### config.mk
export PLATFORM = sky130hd
export DESIGN_NAME = audio_clk_master
export DESIGN_NICKNAME = d
export VERILOG_FILES = /design/src/rtl/audio_clk_master_pkg.sv /design/src/rtl/audio_clk_master_ctrl.sv /design/src/rtl/audio_clk_master_dp.sv /design/src/rtl/audio_clk_master.sv
export SDC_FILE = /design/constraint.sdc
export NUM_CORES = 1
export LEC_CHECK = 0
export ABC_AREA = 1
export BUFFER_PORTS_ARGS = -buffer_cell sky130_fd_sc_hd__clkbuf_2
export CAP_MARGIN = 20
export CORE_MARGIN = 2
export CORE_UTILIZATION = 64
export DETAILED_ROUTE_END_ITERATION = 16
export HOLD_SLACK_MARGIN = 0.1
export PLACE_DENSITY = 0.83
export SYNTH_ARGS = -nofsm -noshare
export SYNTH_HDL_FRONTEND = slang
export SYNTH_HIERARCHICAL = 1
export SYNTH_SLANG_ARGS = --single-unit
### constraint.sdc
create_clock -name mclk -period 5.4 [get_ports mclk]
set_input_delay 0.54 -clock mclk [delete_from_list [all_inputs] [get_ports mclk]]
set_output_delay 0.54 -clock mclk [all_outputs]
set_load 0.05 [all_outputs]
### src/rtl/audio_clk_master_pkg.sv
package audio_clk_master_pkg;
  localparam int DIV_W = 4;         // holds the largest divisor, 12
  localparam int FRAME_BITS = 64;   // bit clocks per frame
  localparam int BIT_W = $clog2(FRAME_BITS);

  typedef struct packed {
    logic master;   // role strap
    logic dbl;      // double speed
    logic triFam;   // x3 divide family
    logic hiSel;    // higher ratio inside the family
  } strapCfg_t;

  typedef struct packed {
    logic run;      // clocks enabled
  } ctrlStb_t;

  function automatic logic [DIV_W-1:0] calcDiv(input strapCfg_t c);
    logic [DIV_W-1:0] base;
    logic [DIV_W-1:0] shamt;
    base  = c.triFam ? DIV_W'(3) : DIV_W'(2);
    shamt = DIV_W'(!c.dbl) + DIV_W'(c.hiSel);
    return base << shamt;
  endfunction
endpackage

### src/rtl/audio_clk_master_ctrl.sv
module audio_clk_master_ctrl
  import audio_clk_master_pkg::*;
#(
  parameter int WIN = 1024
) (
  input  logic             clk,
  input  logic             rstN,
  input  logic             strapData,
  input  logic             padLrIn,
  input  logic             padBitIn,
  input  logic             ratioSel,
  output ctrlStb_t         stb,
  output logic [DIV_W-1:0] divisor,
  output logic             clkOe
);
  localparam int WIN_W = $clog2(WIN + 1);

  logic [WIN_W-1:0] winCnt;
  logic             active;
  strapCfg_t        cfgQ;

  always_ff @(posedge clk or negedge rstN) begin
    if (!rstN) begin
      winCnt <= '0;
      active <= 1'b0;
      cfgQ   <= '0;
    end else if (!active) begin
      if (winCnt == WIN_W'(WIN - 1)) begin
        active      <= 1'b1;
        cfgQ.master <= strapData;
        cfgQ.dbl    <= padLrIn;
        cfgQ.triFam <= padBitIn;
        cfgQ.hiSel  <= ratioSel;
      end else begin
        winCnt <= winCnt + 1'b1;
      end
    end
  end

  assign stb.run = active & cfgQ.master;
  assign clkOe   = stb.run;
  assign divisor = calcDiv(cfgQ);
endmodule

### src/rtl/audio_clk_master_dp.sv
module audio_clk_master_dp
  import audio_clk_master_pkg::*;
(
  input  logic             clk,
  input  logic             rstN,
  input  ctrlStb_t         stb,
  input  logic [DIV_W-1:0] divisor,
  output logic             bitClk,
  output logic             lrClk,
  output logic             fallStb
);
  logic [DIV_W-1:0] ph, phNext, lowLen;
  logic [BIT_W-1:0] bitCnt, bitNext;
  logic             wrap;

  always_comb begin
    lowLen  = (divisor + 1'b1) >> 1;
    wrap    = stb.run && (ph == divisor - 1'b1);
    phNext  = wrap ? '0 : ph + 1'b1;
    bitNext = wrap ? bitCnt + 1'b1 : bitCnt;
  end

  always_ff @(posedge clk or negedge rstN) begin
    if (!rstN) begin
      ph      <= '0;
      bitCnt  <= '0;
      bitClk  <= 1'b0;
      lrClk   <= 1'b0;
      fallStb <= 1'b0;
    end else if (!stb.run) begin
      ph      <= '0;
      bitCnt  <= '0;
      bitClk  <= 1'b0;
      lrClk   <= 1'b0;
      fallStb <= 1'b0;
    end else begin
      ph      <= phNext;
      bitCnt  <= bitNext;
      bitClk  <= (phNext >= lowLen);
      lrClk   <= bitNext[BIT_W-1];
      fallStb <= wrap;
    end
  end
endmodule

### src/rtl/audio_clk_master.sv
module audio_clk_master
  import audio_clk_master_pkg::*;
#(
  parameter int WIN = 1024
) (
  input  logic mclk,
  input  logic rstN,
  input  logic strapData,
  input  logic padLrIn,
  input  logic padBitIn,
  input  logic ratioSel,
  output logic clkOe,
  output logic bitClkOut,
  output logic lrClkOut,
  output logic bitFallStb
);
  ctrlStb_t         stb;
  logic [DIV_W-1:0] divisor;

  audio_clk_master_ctrl #(.WIN(WIN)) ctrl_i (
    .clk(mclk), .rstN(rstN), .strapData(strapData), .padLrIn(padLrIn),
    .padBitIn(padBitIn), .ratioSel(ratioSel), .stb(stb),
    .divisor(divisor), .clkOe(clkOe)
  );

  audio_clk_master_dp dp_i (
    .clk(mclk), .rstN(rstN), .stb(stb), .divisor(divisor),
    .bitClk(bitClkOut), .lrClk(lrClkOut), .fallStb(bitFallStb)
  );
endmodule

Word-level counts from Yosys, hierarchy flattened. Index checks and enable logic that the tools add are counted.

Mux-type cells: 10. Equality and inequality tests: 3. Shift operators: 1. Reductions and logical operators: 4. Order comparisons: 1. Bitwise gates (word level): 3. Add/sub/neg operators: 6.

Operator list (number): 6-bit 2-to-1 mux (2); 11-bit by 1-bit adder with 11-bit output (second input constant) (1); 11-bit by 10-bit == test with 1-bit output (second input constant) (1); 4-bit by 1-bit adder with 4-bit output (second input constant) (2); 4-bit 2-to-1 mux (2); 6-bit by 1-bit adder with 6-bit output (second input constant) (1); 1-bit 2-to-1 mux (6); 4-bit == test (1); 4-bit by 3-bit greater-or-equal comparator with 1-bit output (1); 2-bit AND reduction (2); 4-bit by 4-bit << shifter with 4-bit output (1); 4-bit by 1-bit subtractor with 4-bit output (second input constant) (1); 1-bit by 1-bit adder with 2-bit output (1); 2-bit inequality test (second input constant) (1); 1-bit NOT (2); 1-bit bitwise AND (1); 1-bit logical AND (1); 1-bit zero test (1).

Word-level logic and storage cells: 40. Flip-flop bits (word level): 29.

Longest topological paths before layout. Gate-level depths: netlist of the first run.

Depth in word-level cells: 9. Gate-level depth with buffers: 20. Gate-level depth less buffers: 20.

Cells and area by module. The synthesis of the first run kept the hierarchy.

By module, submodules not included: audio_clk_master_ctrl (area each 875.8 sq um, instances 1, cells each 107); audio_clk_master_dp (area each 823.3 sq um, instances 1, cells each 100).

Worst setup path before layout of the first run. Ideal clock, no wire load.

Path type: flip-flop to flip-flop. Start: reg ctrl_i/cfgQ[0] (netlist bit). End: reg dp_i.bitClk. Arrival time: 2.921 ns. Library setup time: 0.129 ns. Data required time: 5.271 ns. Cell stages (with the launch flop): 18. Buffers on the path: 0. Setup slack: 2.350 ns. Period minus slack after synthesis: 3.050 ns. Path through: dfrtp_1 ha_1 nor3_1 inv_1 ha_1 nand2_1 inv_1 nor2_1 nand2_2 nor2_8 nand3_4 nand2_1 inv_1 ha_1 a21boi_0 o21a_1 o21ai_0 o21ai_0.

Word-level cells in the longest chain between the ends: 8. Elaborated cells between the ends (all ways): 9. Those cells by class: 3 x add/sub; 1 x order compare; 1 x eq/ne; 1 x shift; 2 x mux; 1 x reduce/logical.

Ends and longest elaborated chain: start: declaration (line audio_clk_master_ctrl.sv:20) `strapCfg_t cfgQ;`; 1-bit by 1-bit adder with 2-bit output (*) (line audio_clk_master_pkg.sv:21) `shamt = DIV_W'(!c.dbl) + DIV_W'(c.hiSel);`; 4-bit by 4-bit << shifter with 4-bit output (*) (line audio_clk_master_pkg.sv:22) `return base << shamt;`; named net divisor[0] (line audio_clk_master.sv:18) `logic [DIV_W-1:0] divisor;`; 4-bit by 1-bit subtractor with 4-bit output (line audio_clk_master_dp.sv:18) `wrap = stb.run && (ph == divisor - 1'b1);`; 4-bit == test (line audio_clk_master_dp.sv:18); 1-bit logical AND (line audio_clk_master_dp.sv:18); 4-bit 2-to-1 mux (line audio_clk_master_dp.sv:19) `phNext = wrap ? '0 : ph + 1'b1;`; 4-bit by 3-bit greater-or-equal comparator with 1-bit output (*) (line audio_clk_master_dp.sv:39) `bitClk <= (phNext >= lowLen);`; 1-bit 2-to-1 mux (*) (line audio_clk_master_dp.sv:30) `end else if (!stb.run) begin`; end signal: assignment (line audio_clk_master_dp.sv:39); end: declaration (line audio_clk_master_dp.sv:8) `output logic bitClk,`.

Mark *: on every way through the listed nets, which the timed path passes. The rest lies on a longest branch. A chain may end at the register's enable or synchronous reset.

Final worst setup path of the first run.
Start: reg ctrl_i/cfgQ[2] (netlist bit). End: reg dp_i.bitClk.

Word-level cells in the longest chain between the ends: 9. Elaborated cells between the ends (all ways): 10. Those cells by class: 3 x add/sub; 1 x order compare; 1 x eq/ne; 1 x shift; 2 x mux; 2 x reduce/logical.

Ends and longest elaborated chain (line): 1-bit zero test (*) (audio_clk_master_pkg.sv:21); 1-bit by 1-bit adder with 2-bit output (*) (audio_clk_master_pkg.sv:21); 4-bit by 4-bit << shifter with 4-bit output (*) (audio_clk_master_pkg.sv:22); named net divisor[0] (audio_clk_master.sv:18); 4-bit by 1-bit subtractor with 4-bit output (audio_clk_master_dp.sv:18); 4-bit == test (audio_clk_master_dp.sv:18); 1-bit logical AND (audio_clk_master_dp.sv:18); 4-bit 2-to-1 mux (audio_clk_master_dp.sv:19); 4-bit by 3-bit greater-or-equal comparator with 1-bit output (*) (audio_clk_master_dp.sv:39); 1-bit 2-to-1 mux (*) (audio_clk_master_dp.sv:30).

Marked as above.

==> results by group, run 1 <==
Critical path
  • Startpoint Class: flip-flop
  • Crit-path max FO: 6
  • Crit-path max cell delay: around 460 ps
  • CP max stage cell: nor3_1
  • Element type at the critical path end: flip-flop
  • CP Buf/Inv Count: 4
  • Worst path arrival time: ~3700 ps
  • CP Class: reg -> reg
  • Crit-path cells: inv_1 -> ha_1 -> nor3_1 -> inv_1 -> ha_1 -> nand2_1 -> inv_1 -> nor2_1 -> nand2_2 -> nor2_8 -> nand3_4 -> nand2_1 -> inv_1 -> ha_1 -> a21boi_0 -> o21a_1 -> o21ai_0 -> o21ai_0
  • Cell mode on critical path: inv_1
  • WP data required: roughly 5600 ps
  • Top Family by Delay on Critical Path: simple AND/OR/NAND/NOR gates

Final layout
  • Synth-to-Final Area Change: 6.11%
  • Commonest non-fill, non-tap cell in the layout: nand2_1
  • Final #Nets: around 230
  • Register Area: 701 sq um
  • Layout cell share with drive strength beyond 1: between 10% and 20%
  • Leading cell types in the layout, fill and taps excluded: nand2_1 (52), inv_1 (32), dfrtp_1 (28)
  • Area of the multi-input gates: around 850 sq um
  • Diodes inserted: 0
  • Filler cells: about 190

Job
  • Max-cap violation count: 0

STA
  • Normalized max-slew margin: a little under three fifths
  • Final cycle utilization of the critical path: about 64%
  • Fmax: 290 MHz
  • Least-Margin Pin Slew: about 670 ps
  • Setup TNS: 0 ps
  • Setup Viol. Count Final: 0
  • Final min period: about 3500 ps
  • Clk_skew: just over 5 ps
  • Fin Hold WS: approximately 210 ps
  • RSZ-0062 raised after global routing: no
  • Final number of hold-violating endpoints: 0
  • Slew Viols, Final: 0

Global route
  • Initial antenna violation count: 0
  • Met2 Usage GRT: 42.7%
  • Congestion Overflow GR: 0
  • Met3 Use GR: between 3 and 4%
  • GRT met1 Usage: 27.4%
  • GRT Total Usage: between 20% and 30%
  • Global-route wire length before repair: between 5 and 6 mm
  • GRT Max-Usage Layer: met2
  • Vias in the first global route: 1380
  • Largest net degree at the start of global routing: 29

Clocking
  • Clock latency at the later pin of the worst-skew pair: ~330 ps
  • CTS Buf Count: 3
  • H-tree level count: 1
  • Post-CTS Hold Fix Bufs: 0
  • Clock transition at the registers of the reported paths: 140 ps
  • CTS resizes: 0
  • Setup bufs post-CTS: 0
  • CTS root buf: clkbuf_4
  • CTS Sinks: 28
  • Clock Path Buffers: 2
  • CTS tree: yes

Placement
  • Port bufs: 9
  • Detailed Place HPWL: roughly 2.4 mm
  • Placer Congestion: 0.856

Drt
  • DRC viols: 0
  • Vias: around 1300
  • Post-DRT Antenna Nets: 0
  • Vias per inst: 5.27
  • Routed wire per std cell: between 10 and 15 um
  • Drt pass-1 iters: 4
  • Post-Route WL: about 3.0 mm
  • Initial DRC Count: 48

Die
  • Die H: between 50 and 60 um
  • Die footprint: about 0.003 sq mm
  • I/O pins: 10
  • Site Rows: 18
  • Initial cell density of the core: slightly below 70%
  • Die W: between 50 and 60 um
  • Core area: roughly 0.0025 sq mm

Synth
  • Mapped Area: approximately 0.0017 sq mm
  • #FFs+latches synth: 28
  • Post-Synthesis Cells: ~210
  • Syn avg cell area: approximately 8.2 sq um
  • Ys Warns: 6
  • Netlist cell types: 31
  • Syn Nets: ~220
  • Register area share after synthesis: between 40% and 50%

Power
  • LEAKAGE: between 0.9 and 1 nW
  • VDD IR max: between 150 and 200 uV
  • Pwr Density: about 180 mW/mm^2
  • Pwr Total: 0.316 mW

Worst hold path
  • Hold crit path type: in -> async

Status
  • Outcome: completed
-- cell type report --
type | count | share of cell area (%)
sequential | 28 | 38.9
clock buffer | 4 | 2.01
timing repair buffer | 9 | 2.50
inverter | 35 | 7.43
multi-input combinational | 142 | 47.1
tap | 30 | 2.08
-- kinds of logic (layout without fill, tap and decap cells) --
family | after synthesis | after routing | share of synthesized area [%]
fa+ha+maj | 9 | 9 | 6.63
buf+inv | 37 | 48 | 8.76
compound gates | 15 | 15 | 5.01
flops | 28 | 28 | 41.2
xor+xnor | 14 | 14 | 7.66
simple gates | 104 | 104 | 30.7
-- routing by layer --
layer  up-vias  part of all wire, %
li1        664                    -
met1       617                   43
met2        19                   53
met3         6                  2.7
met4         0                  1.8
met5         -                    0
-- synth_stat cells (all sizes together) --
library cell,count,area (sq um)
nand2,60,260
inv,35,134
dfrtp,28,701
nand3,19,113
nor2,15,82.6
o21ai,10,50.1
xor2,10,95.1
ha,9,113
nor3,4,25.0
xnor2,4,35.0
a21boi,2,15.0
buf,2,15.0
nand4,2,12.5
o21a,2,15.0
a21oi,1,5.00
and2,1,7.51
nand3b,1,7.51
nor3b,1,7.51
or2,1,6.26
-- state kept, by name, summed over array words and instances, names as in the netlist --
register	flops
ctrl_i/winCnt	11
dp_i/bitCnt	6
ctrl_i/cfgQ	4
dp_i/ph	4
ctrl_i/active	1
dp_i/bitClk	1
dp_i/fallStb	1
-- where the power goes --
part / switching [mW] / internal, mW
combinational: 0.00415 / 0.00125
clock: 0.0595 / 0.0413
sequential: 0 / 0.210
total: 0.0636 / 0.252
-- final timing paths --
kind / from / end / slack, ps / cells past startpoint
hold reg to reg: ctrl_i/winCnt[10] / ctrl_i/winCnt[10] / 500 / 2
min in group mclk: padBitIn / ctrl_i/cfgQ[1] / 400 / 3
hold / removal: rstN / ctrl_i/winCnt[3] / 210 / 1
setup / recovery: ctrl_i/cfgQ[2] / dp_i/bitClk / 1950 / 18
max in group asynchronous: rstN / dp_i/bitCnt[4] / 4750 / 1
setup reg to reg: ctrl_i/cfgQ[2] / dp_i/bitClk / 1950 / 18
-- stage by stage --
step	cell area [sq um]	util [%]	setup WS [ps]	std cells
after detailed placement	1770	70.7	1970	244
after CTS	1800	72.1	1940	248
after global routing	1800	72.1	1670	248
after global placement	1770	70.7	2220	244
after floorplan	1700	-	2350	207
final	1800	72.1	1950	248
Note: power is estimated with default switching activity, not from simulation.
==> inputs of run 2 (changes only) <==
--- a/config.mk
+++ b/config.mk
@@ -5,14 +5,14 @@
 export SDC_FILE = /design/constraint.sdc
 export NUM_CORES = 1
 export LEC_CHECK = 0
-export ABC_AREA = 1
+export ABC_AREA = 0
 export BUFFER_PORTS_ARGS = -buffer_cell sky130_fd_sc_hd__clkbuf_2
 export CAP_MARGIN = 20
 export CORE_MARGIN = 2
-export CORE_UTILIZATION = 64
+export CORE_UTILIZATION = 59
 export DETAILED_ROUTE_END_ITERATION = 16
 export HOLD_SLACK_MARGIN = 0.1
-export PLACE_DENSITY = 0.83
+export PLACE_DENSITY = 0.78
 export SYNTH_ARGS = -nofsm -noshare
 export SYNTH_HDL_FRONTEND = slang
 export SYNTH_HIERARCHICAL = 1
==> constraint.sdc (replaced) <==
create_clock -name mclk -period 3.6 [get_ports mclk]
set_input_delay 0.36 -clock mclk [delete_from_list [all_inputs] [get_ports mclk]]
set_output_delay 0.36 -clock mclk [all_outputs]
set_load 0.05 [all_outputs]
==> results by group, run 2 <==
Status
  • Outcome: completed

Drt
  • Vias: roughly 1100
  • Post-Route WL: around 2.8 mm
  • Routed wire per std cell: about 14 um
  • Initial DRC Count: 38
  • Post-DRT Antenna Nets: 0
  • Drt pass-1 iters: 4
  • DRC viols: 0
  • Vias per inst: between 5 and 6

Critical path
  • Crit-path cells: ha_1 -> inv_1 -> o21ai_0 -> xnor3_2 -> nand3_4 -> nor3_2 -> or2_1 -> ha_1 -> nand2b_1 -> a21o_1 -> a21oi_1 -> o22ai_1
  • Cell mode on critical path: ha_1
  • CP max stage cell: o21ai_0
  • WP data required: about 3800 ps
  • Top Family by Delay on Critical Path: compound AO/OA/AOI/OAI gates
  • Crit-path max FO: 10
  • Element type at the critical path end: flip-flop
  • CP Class: reg -> reg
  • Startpoint Class: flip-flop
  • CP Buf/Inv Count: 1
  • Worst path arrival time: about 3500 ps
  • Crit-path max cell delay: approximately 560 ps

Die
  • Die W: about 56 um
  • Die footprint: about 0.0031 sq mm
  • Site Rows: 18
  • Initial cell density of the core: 63.1%
  • Die H: 56.0 um
  • I/O pins: 10
  • Core area: approximately 0.0025 sq mm

Placement
  • Port bufs: 9
  • Placer Congestion: between 0.7 and 0.8
  • Detailed Place HPWL: between 2 and 2.5 mm

Power
  • Psw: about 0.094 mW
  • LEAKAGE: between 0.7 and 0.8 nW
  • Clock share of power: between 30% and 40%
  • Sw frac: between 10% and 20%
  • VDD IR max: roughly 380 uV
  • Power share of the sequential group: 66.5%
  • Internal Power: 0.379 mW
  • Comb power frac: around 1.9%
  • Pwr Density: roughly 280 mW/mm^2
  • Pwr Total: 0.473 mW

Final layout
  • Top reg by flops: ctrl_i/winCnt
  • Commonest non-fill, non-tap cell in the layout: dfrtp_1
  • Top Registers: ctrl_i/winCnt: 11 flops, dp_i/bitCnt: 6 flops
  • Diodes inserted: 0
  • Register Area: ~700 sq um
  • Synth-to-Final Area Change: 7.70%
  • Final #Nets: approximately 180
  • Largest register FFs: 11
  • Layout cell share with drive strength beyond 1: 20.2%
  • Area of the multi-input gates: ~840 sq um
  • Filler cells: ~190
  • Leading cell types in the layout, fill and taps excluded: dfrtp_1 (28), a21oi_1 (12), inv_1 (10)

Global route
  • Congestion Overflow GR: 0
  • Initial antenna violation count: 0
  • Vias in the first global route: 1130
  • Largest net degree at the start of global routing: 29
  • GRT Total Usage: 18.7%
  • Global-route wire length before repair: approximately 4.8 mm

Synth
  • Most used DFF post-synth: dfrtp_1
  • #FFs+latches synth: 28
  • Synth async-reset ratio: between 90% and 100%
  • Synth top cells by count: dfrtp_1 (28), a21oi_1 (12), inv_1 (10), ha_1 (9), nand2_1 (9)
  • Synth area leader: dfrtp_1
  • Share of Yosys cell area claimed by the top area cell type: between 40% and 50%
  • Syn avg cell area: between 10 and 15 sq um
  • EDFF count, synth: 0
  • Ys Warns: 6
  • Register area share after synthesis: 44.0%
  • Post-Synthesis Cells: 150
  • Syn Nets: 165
  • Mapped Area: about 0.0016 sq mm
  • Most common cell in the netlist: dfrtp_1
  • Netlist cell types: 40
  • Largest cells by area after synthesis: dfrtp_1 (44%), ha_1 (7.1%), a21oi_1 (3.8%)

STA
  • Setup Viol. Count Final: 0
  • Normalized max-slew margin: 53.9%
  • Final min period: approximately 3300 ps
  • Slew Viols, Final: 0
  • Final number of hold-violating endpoints: 0
  • Fmax: about 300 MHz
  • Setup TNS: 0 ps
  • RSZ-0062 raised after global routing: no
  • Final cycle utilization of the critical path: between 90 and 100%
  • Least-Margin Pin Slew: 684 ps
  • Clk_skew: just under 5 ps

Clocking
  • CTS Sinks: 28
  • H-tree level count: 1
  • Clock latency at the later pin of the worst-skew pair: 320 ps
  • CTS Buf Count: 3
  • CTS tree: yes
  • Clock transition at the registers of the reported paths: 150 ps
  • Clock Path Buffers: 2
  • CTS root buf: clkbuf_4

Worst hold path
  • Hold crit path type: in -> reg

Job
  • Max-cap violation count: 0
==> run 2: cell count changes after synthesis, moves of 5 or more <==
| cell | previous run | this run |
|---|---|---|
| a21oi_1 | 1 | 12 |
| inv_1 | 32 | 10 |
| nor2_1 | 12 | 7 |
| nand2_1 | 52 | 9 |
| nand2_2 | 5 | 0 |
| nand3_1 | 17 | 7 |
==> run 2: path summary, 6_finish.rpt <==
check / start / to / slack (ps) / depth (start not counted)
hold reg to reg: ctrl_i/winCnt[0] / ctrl_i/winCnt[0] / 510 / 1
hold / removal: ratioSel / ctrl_i/cfgQ[0] / 250 / 2
max in group asynchronous: rstN / ctrl_i/winCnt[10] / 2580 / 2
min in group asynchronous: rstN / dp_i/bitCnt[5] / 580 / 2
setup / recovery: ctrl_i/cfgQ[0] / dp_i/bitClk / 340 / 12
setup reg to reg: ctrl_i/cfgQ[0] / dp_i/bitClk / 340 / 12
==> run 2: layout make-up <==
cell class / instances / share of cell area, %
clock buffers: 4 / 2.12
multi-input cells: 109 / 48.8
flip-flops and latches: 28 / 40.8
inverters: 11 / 2.41
well taps: 30 / 2.19
repair buffers: 11 / 3.65
==> run 2: power groups by stage <==
stage	Sequential [mW]	Combinational (mW)	Clock (mW)
6_report	0.315	0.00906	0.150
5_1_grt	0.315	0.0108	0.169
4_1_cts	0.315	0.00955	0.154
3_5_place_dp	0.320	0.00872	0
3_3_place_gp	0.320	0.00867	0
2_1_floorplan	0.321	0.0000808	0
==> run 2: what timing repair did <==
item | in CTS | in global routing
hold buffers | 1 | 0
endpoints found under the hold margin | 28 | 0
setup endpoints to repair | 0 | 1
buffers inserted | 0 | 0
gates resized for setup | 0 | 1
==> run 2: routing by layer <==
| metal | part of all wire [%] | global-route usage, % | vias up |
|---|---|---|---|
| li1 | - | - | 556 |
| met1 | 48 | 22.9 | 526 |
| met2 | 49 | 33.8 | 15 |
| met3 | 2.2 | 4.42 | 4 |
| met4 | 1.1 | 3.74 | 0 |
| met5 | 0 | 0 | - |
==> run 2: kinds of logic after synthesis <==
| logic type | Yosys count | share of synthesized area [%] |
|---|---|---|
| compound gates | 26 | 9.74 |
| xor+xnor | 11 | 7.93 |
| fa+ha+maj | 9 | 7.07 |
| buf+inv | 13 | 3.77 |
| flops | 28 | 44.0 |
| mux | 9 | 6.83 |
| simple gates | 54 | 20.7 |
==> run 2: worst register-to-register path: stages, from the launching register on <==
cell and delay (ps):
dfrtp_1 420, ha_1 340, inv_1 60, o21ai_0 560
xnor3_2 490, nand3_4 150, nor3_2 80, or2_1 230
ha_1 260, nand2b_1 140, a21o_1 180, a21oi_1 150
o22ai_1 90
==> run 2: through the flow <==
stage	cell area, sq um	cells	worst slack (ps)	util (%)	hold WS, ps
global placement	1660	188	528	66.0	424
finish	1720	193	336	68.0	254
global route	1720	193	134	68.0	233
detailed placement	1660	188	269	66.0	426
floorplan	1590	150	445	-	64.4
CTS	1710	193	225	67.8	246
